## src/rtl/gate_err_status_pkg.sv

```systemverilog
package gate_err_status_pkg;

    localparam int CNT_W  = 5;
    localparam int MODE_W = 2;
    localparam int BYTE_W = 1 + CNT_W + MODE_W;

    typedef enum logic [MODE_W-1:0] {
        PM_STANDBY = 2'b00,
        PM_WAKE    = 2'b01,
        PM_SLEEP   = 2'b10
    } pwr_mode_e;

    typedef struct packed {
        logic             err_flag;
        logic [CNT_W-1:0] ticks;
        pwr_mode_e        mode;
    } status_t;

    function automatic pwr_mode_e legalize_mode(input logic [MODE_W-1:0] raw);
        case (raw)
            2'b01:   return PM_WAKE;
            2'b10:   return PM_SLEEP;
            default: return PM_STANDBY;
        endcase
    endfunction

    function automatic logic [BYTE_W-1:0] pack_status(input status_t s);
        return {s.err_flag, s.ticks, s.mode};
    endfunction

endpackage

```

## src/rtl/gate_err_mode_reg.sv

```systemverilog
module gate_err_mode_reg
    import gate_err_status_pkg::*;
(
    input  logic              clk,
    input  logic              rst,
    input  logic [MODE_W-1:0] mode_raw,
    output pwr_mode_e         mode_q
);
    always_ff @(posedge clk) begin
        if (rst) mode_q <= PM_STANDBY;
        else     mode_q <= legalize_mode(mode_raw);
    end
endmodule

```

## src/rtl/gate_err_tracker.sv

```systemverilog
module gate_err_tracker #(
    parameter int W = 5
) (
    input  logic         clk,
    input  logic         rst,
    input  logic         tick,
    input  logic         err_det,
    input  logic         drained,
    output logic         flag_q,
    output logic [W-1:0] cnt_q
);
    localparam logic [W-1:0] CNT_MAX = {W{1'b1}};

    logic         flag_d;
    logic [W-1:0] cnt_d;

    always_comb begin
        flag_d = flag_q;
        cnt_d  = cnt_q;
        if (drained) begin
            flag_d = 1'b0;
            cnt_d  = '0;
        end else if (flag_q) begin
            if (tick && cnt_q != CNT_MAX) cnt_d = cnt_q + 1'b1;
        end else if (err_det) begin
            flag_d = 1'b1;
            cnt_d  = '0;
        end
    end

    always_ff @(posedge clk) begin
        if (rst) begin
            flag_q <= 1'b0;
            cnt_q  <= '0;
        end else begin
            flag_q <= flag_d;
            cnt_q  <= cnt_d;
        end
    end
endmodule

```

## src/rtl/gate_err_status.sv

```systemverilog
module gate_err_status
    import gate_err_status_pkg::*;
(
    input  logic              clk,
    input  logic              rst,
    input  logic [MODE_W-1:0] mode_in,
    input  logic              rate_tick,
    input  logic              gerr_pulse,
    input  logic              fifo_empty,
    output logic [BYTE_W-1:0] status_byte
);
    pwr_mode_e        mode_q;
    logic             flag_q;
    logic [CNT_W-1:0] cnt_q;
    status_t          st;

    gate_err_mode_reg u_mode (
        .clk      (clk),
        .rst      (rst),
        .mode_raw (mode_in),
        .mode_q   (mode_q)
    );

    gate_err_tracker #(.W(CNT_W)) u_trk (
        .clk     (clk),
        .rst     (rst),
        .tick    (rate_tick),
        .err_det (gerr_pulse),
        .drained (fifo_empty),
        .flag_q  (flag_q),
        .cnt_q   (cnt_q)
    );

    always_comb begin
        st.err_flag = flag_q;
        st.ticks    = cnt_q;
        st.mode     = mode_q;
    end

    assign status_byte = pack_status(st);
endmodule

```

## config.mk

```make
export PLATFORM = sky130hd
export DESIGN_NAME = gate_err_status
export DESIGN_NICKNAME = d
export VERILOG_FILES = /design/src/rtl/gate_err_status_pkg.sv /design/src/rtl/gate_err_mode_reg.sv /design/src/rtl/gate_err_tracker.sv /design/src/rtl/gate_err_status.sv
export SDC_FILE = /design/constraint.sdc
export NUM_CORES = 1
export LEC_CHECK = 0
export BUFFER_PORTS_ARGS = -buffer_cell sky130_fd_sc_hd__buf_2
export CAP_MARGIN = 20
export CELL_PAD_IN_SITES_DETAIL_PLACEMENT = 0
export CELL_PAD_IN_SITES_GLOBAL_PLACEMENT = 1
export CORE_AREA = 2 2 39 41
export CTS_BUF_LIST = sky130_fd_sc_hd__clkbuf_8
export DETAILED_ROUTE_END_ITERATION = 6
export DIE_AREA = 0 0 41 43
export PLACE_DENSITY = 0.64
export RECOVER_POWER = 100
export REMOVE_ABC_BUFFERS = 1
export SLEW_MARGIN = 20
export SYNTH_ARGS = -nofsm -noshare
export SYNTH_HDL_FRONTEND = slang
export SYNTH_SLANG_ARGS = --single-unit
```

## constraint.sdc

```tcl
create_clock -name clk -period 2.5 [get_ports clk]
set_clock_uncertainty 0.15 [all_clocks]
set_input_delay 0.5 -clock clk [delete_from_list [all_inputs] [get_ports clk]]
set_output_delay 0.5 -clock clk [all_outputs]
set_load 0.005 [all_outputs]
```

== Word-level counts from Yosys, hierarchy flattened ==
Cells that the tools add are included.
Widths: inputs -> output; s select.

* Register bits: 8
* Input port bits: 7
* Output and inout port bits: 8
* Logic and storage cells: 18

* $add $sub $neg: 1
* Equality and inequality tests: 4
* Mux-type cells: 6
* Reduce and logical (&&, ||, !) cells: 4

{| class="wikitable"
|+ Operator list
! operator !! count
|-
| $mux 5 || 3
|-
| $add 5x1->5 const B || 1
|-
| $ne 5x5->1 const B || 1
|-
| $pmux 2 s2 || 1
|-
| $eq 2x1->1 const B || 1
|-
| $eq 2x2->1 const B || 1
|-
| $mux 1 || 2
|-
| $ne 2x2->1 const B || 1
|-
| $reduce_and 2->1 || 1
|-
| $reduce_bool 2->1 || 1
|-
| $reduce_or 2->1 || 1
|-
| $logic_and 1x1->1 || 1
|}

== Logic depth before layout (Yosys ltp) ==
Gate-level depths: netlist of run 1.

* Depth in word-level cells: 4
* Gate-level depth with buffers: 6

== Hierarchy ==
From an unflattened synthesis of run 1, not the netlist that was laid out.

* Cells, all modules: 38
* Area total of the unflattened synthesis: 359.1 um2

{| class="wikitable"
|+ By module, submodules not included
! module !! times used !! cells each !! area each (um2) !! seq. area each (um2)
|-
| gate_err_tracker || 1 || 33 || 296.5 || 120.1
|-
| gate_err_mode_reg || 1 || 4 || 55.1 || 40.0
|-
| gate_err_status || 1 || 1 || 7.5 || 0.0
|}

== Least setup slack after synthesis of run 1 ==
OpenSTA, ideal clock, no wires.

* Path type: register -> register
* From: register u_trk.cnt_q[0]
* To: register u_trk.cnt_q[3]
* Setup time: 70 ps
* Arrival time: 1511 ps
* Path slack: 770 ps
* Stages on the path, launching flop included: 7
* Clock period less this slack: 1730 ps
* Cells stage by stage: dfxtp_1 > ha_1 > and3_1 > ha_1 > nand3b_4 > or3_1 > a21oi_1

* Cells in the longest elaborated chain, start to end: 4
* Elaborated cells between the ends (all ways): 7
* Classes of those cells: 1 x add/sub; 2 x eq/ne; 2 x mux; 2 x reduce/logical

{| class="wikitable"
|+ RTL lines
! element !! line !! RTL
|-
| from (decl) || gate_err_tracker.sv:10 || <nowiki>output logic [W-1:0] cnt_q</nowiki>
|-
| from (signal assigned) || gate_err_tracker.sv:37 || <nowiki>cnt_q <= cnt_d;</nowiki>
|-
| parallel branches: the longest is 4 deep, another holds $add 5x1->5 || n/a ||
|}

Several ways; the timed one is not identified. The select of a mux whose other input is x is not followed.
A chain may end at the register's enable or synchronous reset.

== Final worst setup path of run 1 ==
Ends and elaborated chain as after synthesis.

==> results of run 1 <==
==> critical path: cells and delay by family, from the launching register on <==
kind            cells  cell delay (ps)
fa+ha+maj           2              410
simple gates        3              810
flops               1              340
compound gates      1              140
==> power breakdown <==
| part | switching (mW) | leakage [nW] | internal [mW] |
|---|---|---|---|
| Combinational | 0.00882 | 0.118 | 0.00792 |
| Sequential | 0.00146 | 0.0649 | 0.131 |
| Clock | 0.0474 | 0.0216 | 0.104 |
==> worst max path at each step <==
stage,endpoint,slack (ps),cells past startpoint
after global routing,u_trk.cnt_q[3],460,6
after floorplan,u_trk.cnt_q[3],770,6
after global placement,u_trk.cnt_q[3],700,6
final,u_trk.cnt_q[3],580,6
after detailed placement,u_trk.cnt_q[3],680,6
after CTS,u_trk.cnt_q[3],660,6
==> sequential cells by signal (all words and copies together), names as in the netlist <==
register	count
u_trk.cnt_q	5
u_mode.mode_q	2
u_trk.flag_q	1
==> cells in the final DEF, fill, tap and decap left out, drive strengths merged <==
master,instances
buf,10
dfxtp,8
clkbuf,7
nand3,4
a21oi,4
nand2,3
nor2,3
and3,2
nand2b,2
nor3b,2
ha,2
and3b,1
nand3b,1
or2,1
o21ai,1
or3,1
nand4b,1
xnor2,1
==> final cells by class <==
| class | count | area (µm²) |
|---|---|---|
| fillers | 152 | 918 |
| multi-input cells | 29 | 179 |
| flip-flops and latches | 8 | 160 |
| repair buffers | 14 | 65.1 |
| clock buffers | 3 | 41.3 |
| well taps | 16 | 20.0 |
==> cell families (layout without fill, tap and decap cells) <==
kind of cell    after synthesis  after routing  synth area share
flops                         8              8             0.446
compound gates                5              5            0.0697
buf+inv                       1             17            0.0209
fa+ha+maj                     2              2            0.0697
simple gates                 21             21             0.369
xor+xnor                      1              1            0.0244
==> per-layer routing <==
layer  track usage  vias up
met5             0        -
met4         0.100        0
met3        0.0314        2
met2         0.116       13
met1         0.130      123
li1              -      169
==> results.toml, run 1 <==
[timing]
finalCriticalPeriod_ps = 1920
tightest_slew_ps = 205
fmax_mhz = 521
finalHoldViolations = 0
setup_slack_ps = 580
post-route-period-util = 0.768
setup_viol = 0
whs_ps = 297
setup-tns-final_ps = 0
maxSlewViolCount = 0
rsz0062_at_grt = "false"
relSlewSlack = 0.863

[synthesis]
netlist_instances = 38
synthFlopType = "dfxtp_1"
ys_seq_area_frac = 0.446
synthTopCellsByCount = "dfxtp_1 (8), a21oi_1 (4), nand3_1 (4)"
async_flop_share = 0
yosysUniqueCellTypes = 17
yosys.area.top_type = "dfxtp_1"
yosysWarningCount = 0
synth_most_common_cell = "dfxtp_1"
synth_top_cells_by_area = "dfxtp_1 (45%), ha_1 (7.0%), a21oi_1 (5.6%)"
synth_top_area_frac = 0.446
synth_edf_count = 0
synth_area_per_cell_um2 = 9.45
synthesis.area_um2 = 359
synth-seq-cells = 8

[hold_path]
hold_depth = 2
min_to = "u_mode.mode_q[1]"
holdCritStartpoint = "mode_in[0]"
hold_path.class = "in -> reg"

[place]
place_area_um2 = 442
dp_cells = 67
hpwl_um = 550
dpl_worst_slack_ps = 679
place.gp.congestion = 0.637
portBuffers = 14

[layout]
stdcell_count = 70
final_cell_area_um2 = 465
finalCoreUtilization = 0.336
syn_to_final_growth_pct = 29.6
drive_above_1_share = 0.259
antennaDiodeCount = 0
nNetsFinal = 65

[floorplan]
initial_utilization = 0.259
die_x_um = 41
coreArea_mm2 = 0.00138
placementRows = 14
die_h_um = 43
dieArea_mm2 = 0.00176
io-pin-count = 15

[clock_tree]
cts.path.max_buffers = 2
h-tree-depth = 1
cts-root-buf = "clkbuf_8"
cts_hold_buf = 0
clk_pin_slew_ps = 40
cts-resized-gates = 0
postCtsSetupRepairBufs = 0
clkLatencyLatePin_ps = 220
cts_buffers = 3
cts_tree = "yes"
cts_sinks = 8

[route]
wl_per_cell_um = 10.4
route.met3.wl_um = 56
num_vias = 307
ant_nets = 0
wl_um = 727
drt_iter0_markers = 2
vias_per_cell = 4.39
wl_met2_um = 285
wl_met1_um = 365
routed.top_layer = "met4"
drc_errors = 0
drtPass1Iterations = 4

[critical_path]
timing.critical_path.mode_cell = "ha_1"
startpoint = "u_trk.cnt_q[0]"
cp_max_fo = 5
ff2ff_path_depth = 6
arrival_ps = 1920
worstSetupPathType = "reg -> reg"
rr_startpoint = "u_trk.cnt_q[0]"
max_stage_delay_ps = 380
crit_path_start_kind = "flip-flop"
crit_slowest_cell = "or3_1"
crit_required_ps = 2500
reg2reg_to = "u_trk.cnt_q[3]"
r2r_slack_ps = 580
cp-end-kind = "flip-flop"
path_cells = "ha_1 > and3_1 > ha_1 > nand3b_1 > or3_1 > a21oi_1"

[power]
vdd_ir_drop_max_uv = 247
power.leakage_nw = 0.204
p_per_area_mw_per_mm2 = 645
power_uw = 300

[grt]
first_global_vias = 271
antenna_found_initial = 0
grt_max_degree = 7
grt_pass1_wl_mm = 1.12
grt_usage = 0.0987
grt-ovfl-total = 0

[job]
maxCapViolations = 0

[status]
outcome = "completed"
Power figures use the tool's default switching activity.
==> inputs of run 2 (changes only) <==
ABC_AREA = 1   (was not set)
PLACE_DENSITY = 0.68   (was 0.64)
clock period = 1.9 ns   (was 2.5 ns; I/O delays follow)
==> run 2 against run 1 <==
  * First-iteration DRC count grew to 3.0 times the previous value
  * Wire length increased by 5.9%
  * Cell area increased by 4.6%
  * Synthesized cell count is 29% higher
  * Register-to-register slack got worse by 310 ps
  * Die area unchanged
  * Clock-buffer cell count unchanged
  * Critical endpoint unchanged
  * Largest cell class unchanged
==> results.toml, run 2 <==
[clock_tree]
clkLatencyLatePin_ps = 230
cts_hold_buf = 0
postCtsSetupRepairBufs = 0
cts.path.max_buffers = 2
cts-root-buf = "clkbuf_8"
h-tree-depth = 1
cts_tree = "yes"
cts_buffers = 3
cts_sinks = 8
clk_pin_slew_ps = 40
cts-resized-gates = 0

[layout]
nNetsFinal = 76
regMostFlops = "u_trk.cnt_q"
largest_registers = "u_trk.cnt_q (5), u_mode.mode_q (2), u_trk.flag_q (1)"
final_cell_area_um2 = 487
largest_reg_flops = 5
antennaDiodeCount = 0
syn_to_final_growth_pct = 29.2
layout_common_cells = "nand2_1 (8), dfxtp_1 (8), nor2_1 (7), buf_2 (7), clkbuf_1 (7)"
drive_above_1_share = 0.215

[grt]
met3_usage = 0.0314
use_met1 = 0.156
grt_max_degree = 7
grt-ovfl-total = 0
grt.busiest_layer = "met4"
antenna_found_initial = 0
grt_pass1_wl_mm = 1.35
met2_usage = 0.147
first_global_vias = 330
grt_usage = 0.126

[synthesis]
synthesis.area_um2 = 377
yosysUniqueCellTypes = 14
synthFlopType = "dfxtp_1"
synth-seq-cells = 8
yosysWarningCount = 0
synth_top_cells_by_area = "dfxtp_1 (43%), a21oi_1 (8.0%), nand2_1 (8.0%)"
synth_area_per_cell_um2 = 7.69
yosys.area.top_type = "dfxtp_1"
synthTopCellsByCount = "dfxtp_1 (8), nand2_1 (8), nor2_1 (7)"
netlist_instances = 49
ys_seq_area_frac = 0.425
synth_edf_count = 0
synth_top_area_frac = 0.425
async_flop_share = 0

[timing]
relSlewSlack = 0.844
rsz0062_at_grt = "false"
setup_viol = 0
finalCriticalPeriod_ps = 1630
fmax_mhz = 612
post-route-period-util = 0.860
finalHoldViolations = 0
setup-tns-final_ps = 0
tightest_slew_ps = 234
maxSlewViolCount = 0

[floorplan]
dieArea_mm2 = 0.00176
die_x_um = 41
placementRows = 14
die_h_um = 43
coreArea_mm2 = 0.00138
io-pin-count = 15
initial_utilization = 0.272

[power]
vdd_ir_drop_max_uv = 343
power_uw = 407
power.leakage_nw = 0.213
p_per_area_mw_per_mm2 = 836

[place]
portBuffers = 14
place_area_um2 = 459
hpwl_um = 617
place.gp.congestion = 0.716

[route]
wl_um = 770
drc_errors = 0
drtPass1Iterations = 4
vias_per_cell = 4.46
drt_iter0_markers = 6
ant_nets = 0
num_vias = 361
wl_per_cell_um = 9.51

[critical_path]
arrival_ps = 1600
crit_path_start_kind = "flip-flop"
cp-end-kind = "flip-flop"
cp_max_fo = 5
worstSetupPathType = "reg -> reg"
crit_required_ps = 1870

[status]
outcome = "completed"

[hold_path]
hold_path.class = "in -> reg"

[job]
maxCapViolations = 0
[run 2: worst paths after layout]
path,start,slack [ps],to,depth (start not counted)
setup reg to reg,u_trk.cnt_q[0],270,u_trk.cnt_q[3],10
hold / removal,mode_in[0],180,u_mode.mode_q[1],2
hold reg to reg,u_trk.cnt_q[0],330,u_trk.cnt_q[0],1
setup / recovery,u_trk.cnt_q[0],270,u_trk.cnt_q[3],10
[run 2: cells by family after synthesis]
family | after synthesis | synth area share
flip-flops | 8 | 0.425
buffers and inverters | 8 | 0.0897
AND/OR/NAND/NOR | 25 | 0.339
adder cells (fa/ha/maj) | 2 | 0.0664
AO/OA/AOI/OAI | 6 | 0.0797
[run 2: per-layer routing]
layer / vias to the layer above / wire length (µm)
li1: 188 / -
met1: 153 / 363
met2: 16 / 293
met3: 4 / 63
met4: 0 / 49
met5: - / 0
[run 2: worst max-delay path: stages (launching register included)]
cell	delay [ps]
dfxtp_1	320
ha_1	210
nand2_1	80
nor2_1	50
ha_1	170
inv_1	80
nand3_1	170
nand2_4	130
nand3_1	70
nand2_1	60
nor2_1	30
[run 2: final cells by class]
class	instances	area, µm²
well taps	16	20.0
repair buffers	14	61.3
clock buffers	3	41.3
flip-flops and latches	8	160
inverters	7	26.3
fillers	165	897
multi-input cells	33	178
[run 2: report_power, final]
group / total (mW) / switching [mW] / internal, mW / leakage, nW
Clock: 0.204 / 0.0671 / 0.137 / 0.0216
Sequential: 0.174 / 0.00234 / 0.172 / 0.0649
Combinational: 0.0286 / 0.0170 / 0.0116 / 0.127
[run 2: metrics by stage]
| stage | hold WS, ps | instances | util | worst slack, ps |
|---|---|---|---|---|
| after floorplan | 302 | 48 | - | 403 |
| after global placement | 333 | 78 | 0.332 | 323 |
| after detailed placement | 335 | 78 | 0.332 | 328 |
| after CTS | 168 | 81 | 0.362 | 314 |
| after global routing | 196 | 81 | 0.352 | 90.9 |
| final | 177 | 81 | 0.352 | 265 |
==> inputs of run 3 (changes only) <==
CORE_AREA = 8 8 45 47   (was 2 2 39 41)
DIE_AREA = 0 0 53 55   (was 0 0 41 43)
PLACE_DENSITY = not set   (was 0.68)
PLACE_DENSITY_LB_ADDON = 0.1   (was not set)
==> run 3 against run 2 <==
  * Cell area grew 1.5%
  * Critical endpoint unchanged
  * Core utilization increased by 0.54 points
  * Clock power fell by 2%
==> results.toml, run 3 (synthesis results as in run 2) <==
[floorplan]
initial_utilization = 0.272
die_h_um = 55
die_x_um = 53
dieArea_mm2 = 0.00292
coreArea_mm2 = 0.00138
placementRows = 14
io-pin-count = 15

[timing]
fmax_mhz = 631
relSlewSlack = 0.843
setup_viol = 0
finalHoldViolations = 0
setup-tns-final_ps = 0
tightest_slew_ps = 235
finalCriticalPeriod_ps = 1590
post-route-period-util = 0.835
maxSlewViolCount = 0
rsz0062_at_grt = "false"

[layout]
final_common_cell = "buf_2"
finalCoreUtilization = 0.357
regMostFlops = "u_trk.cnt_q"
layout_common_cells = "buf_2 (9), nand2_1 (8), dfxtp_1 (8), nor2_1 (7)"
largest_reg_flops = 5
syn_to_final_growth_pct = 31.2
drive_above_1_share = 0.262
antennaDiodeCount = 0
nNetsFinal = 76
largest_registers = "u_trk.cnt_q (5), u_mode.mode_q (2), u_trk.flag_q (1)"

[hold_path]
min_to = "u_mode.mode_q[1]"
holdCritStartpoint = "mode_in[0]"
hold_depth = 2
hold_path.class = "in -> reg"

[power]
comb_power_share = 0.072
p_switching_uw = 82.7
power.internal_uw = 321
vdd_ir_drop_max_uv = 570
clock_power_share = 0.496
power.leakage_nw = 0.222
p_per_area_mw_per_mm2 = 816
seq_power_share = 0.432
swShare = 0.205

[grt]
use_met1 = 0.0779
first_global_vias = 339
grt_max_degree = 7
grt_usage = 0.0744
grt.busiest_layer = "met2"
antenna_found_initial = 0
met2_usage = 0.0996
grt_pass1_wl_mm = 1.47
grt-ovfl-total = 0
met3_usage = 0.0348

[clock_tree]
clkLatencyLatePin_ps = 220
clk_pin_slew_ps = 40
cts-resized-gates = 0
cts_sinks = 8
cts_buffers = 3
postCtsSetupRepairBufs = 0
cts_hold_buf = 0
h-tree-depth = 1
cts_tree = "yes"
cts.path.max_buffers = 2
cts-root-buf = "clkbuf_8"

[critical_path]
rr_startpoint = "u_trk.cnt_q[0]"
reg2reg_to = "u_trk.cnt_q[3]"
crit_path_start_kind = "flip-flop"
r2r_slack_ps = 310
arrival_ps = 1550
ff2ff_path_depth = 10
crit_required_ps = 1870
cp_max_fo = 5
cp-end-kind = "flip-flop"
worstSetupPathType = "reg -> reg"

[route]
drc_errors = 0
num_vias = 344
vias_per_cell = 4.25
drt_iter0_markers = 2
ant_nets = 0
drtPass1Iterations = 2
wl_um = 841
wl_per_cell_um = 10.4

[place]
place.gp.congestion = 0.738
portBuffers = 14
hpwl_um = 703

[status]
outcome = "completed"

[job]
maxCapViolations = 0
==> run 3: cell types whose count changed in the layout (fill, tap and decap cells not counted), sizes merged <==
| cell | delta |
|---|---|
| buf | +2 |
| clkbuf | -2 |
==> run 3: per-stage QoR <==
step	total power [mW]	instances	area [µm²]	setup WS (ps)	hold WS, ps
2_1_floorplan	0.192	48	369	403	302
3_3_place_gp	0.208	78	459	297	339
3_5_place_dp	0.208	78	459	307	325
4_1_cts	0.413	81	500	306	174
5_1_grt	0.427	81	494	149	185
6_report	0.403	81	494	314	178
==> run 3: power by group through the flow <==
stage	sequential [mW]	combinational [mW]	clock, mW
after floorplan	0.177	0.0151	0
after global placement	0.177	0.0311	0
after detailed placement	0.177	0.0304	0
after CTS	0.174	0.0306	0.209
after global routing	0.175	0.0335	0.219
final	0.174	0.0289	0.200
==> run 3: worst max path at each step <==
stage                         startpoint             end  cells past startpoint
after floorplan           u_trk.cnt_q[0]  u_trk.cnt_q[3]                     10
after global routing      u_trk.cnt_q[1]  u_trk.cnt_q[3]                      9
after CTS                 u_trk.cnt_q[0]  u_trk.cnt_q[3]                     10
after global placement    u_trk.cnt_q[0]  u_trk.cnt_q[3]                     10
final                     u_trk.cnt_q[0]  u_trk.cnt_q[3]                     10
after detailed placement  u_trk.cnt_q[0]  u_trk.cnt_q[2]                      9
==> run 3: final cells by class <==
cell class                 instances  area (µm²)
clock buffer                       3        41.3
fill                             164         890
inverter                           7        26.3
multi-input combinational         33         183
sequential                         8         160
tap                               16        20.0
timing repair buffer              14        63.8
==> run 3: layer usage <==
layer,vias to the layer above,wire (µm)
met3,4,79
met2,9,343
met1,140,377
li1,191,-
met5,-,0
met4,0,41
==> run 3: critical path, stage by stage, from the launching register on <==
cell     delay [ps]
dfxtp_1         330
ha_1            210
nand2_1          80
nor2_1           50
ha_1            160
inv_1            90
nand3_2         130
nand2_4         110
nand3_1          70
nand2_1          60
nor2_1           40
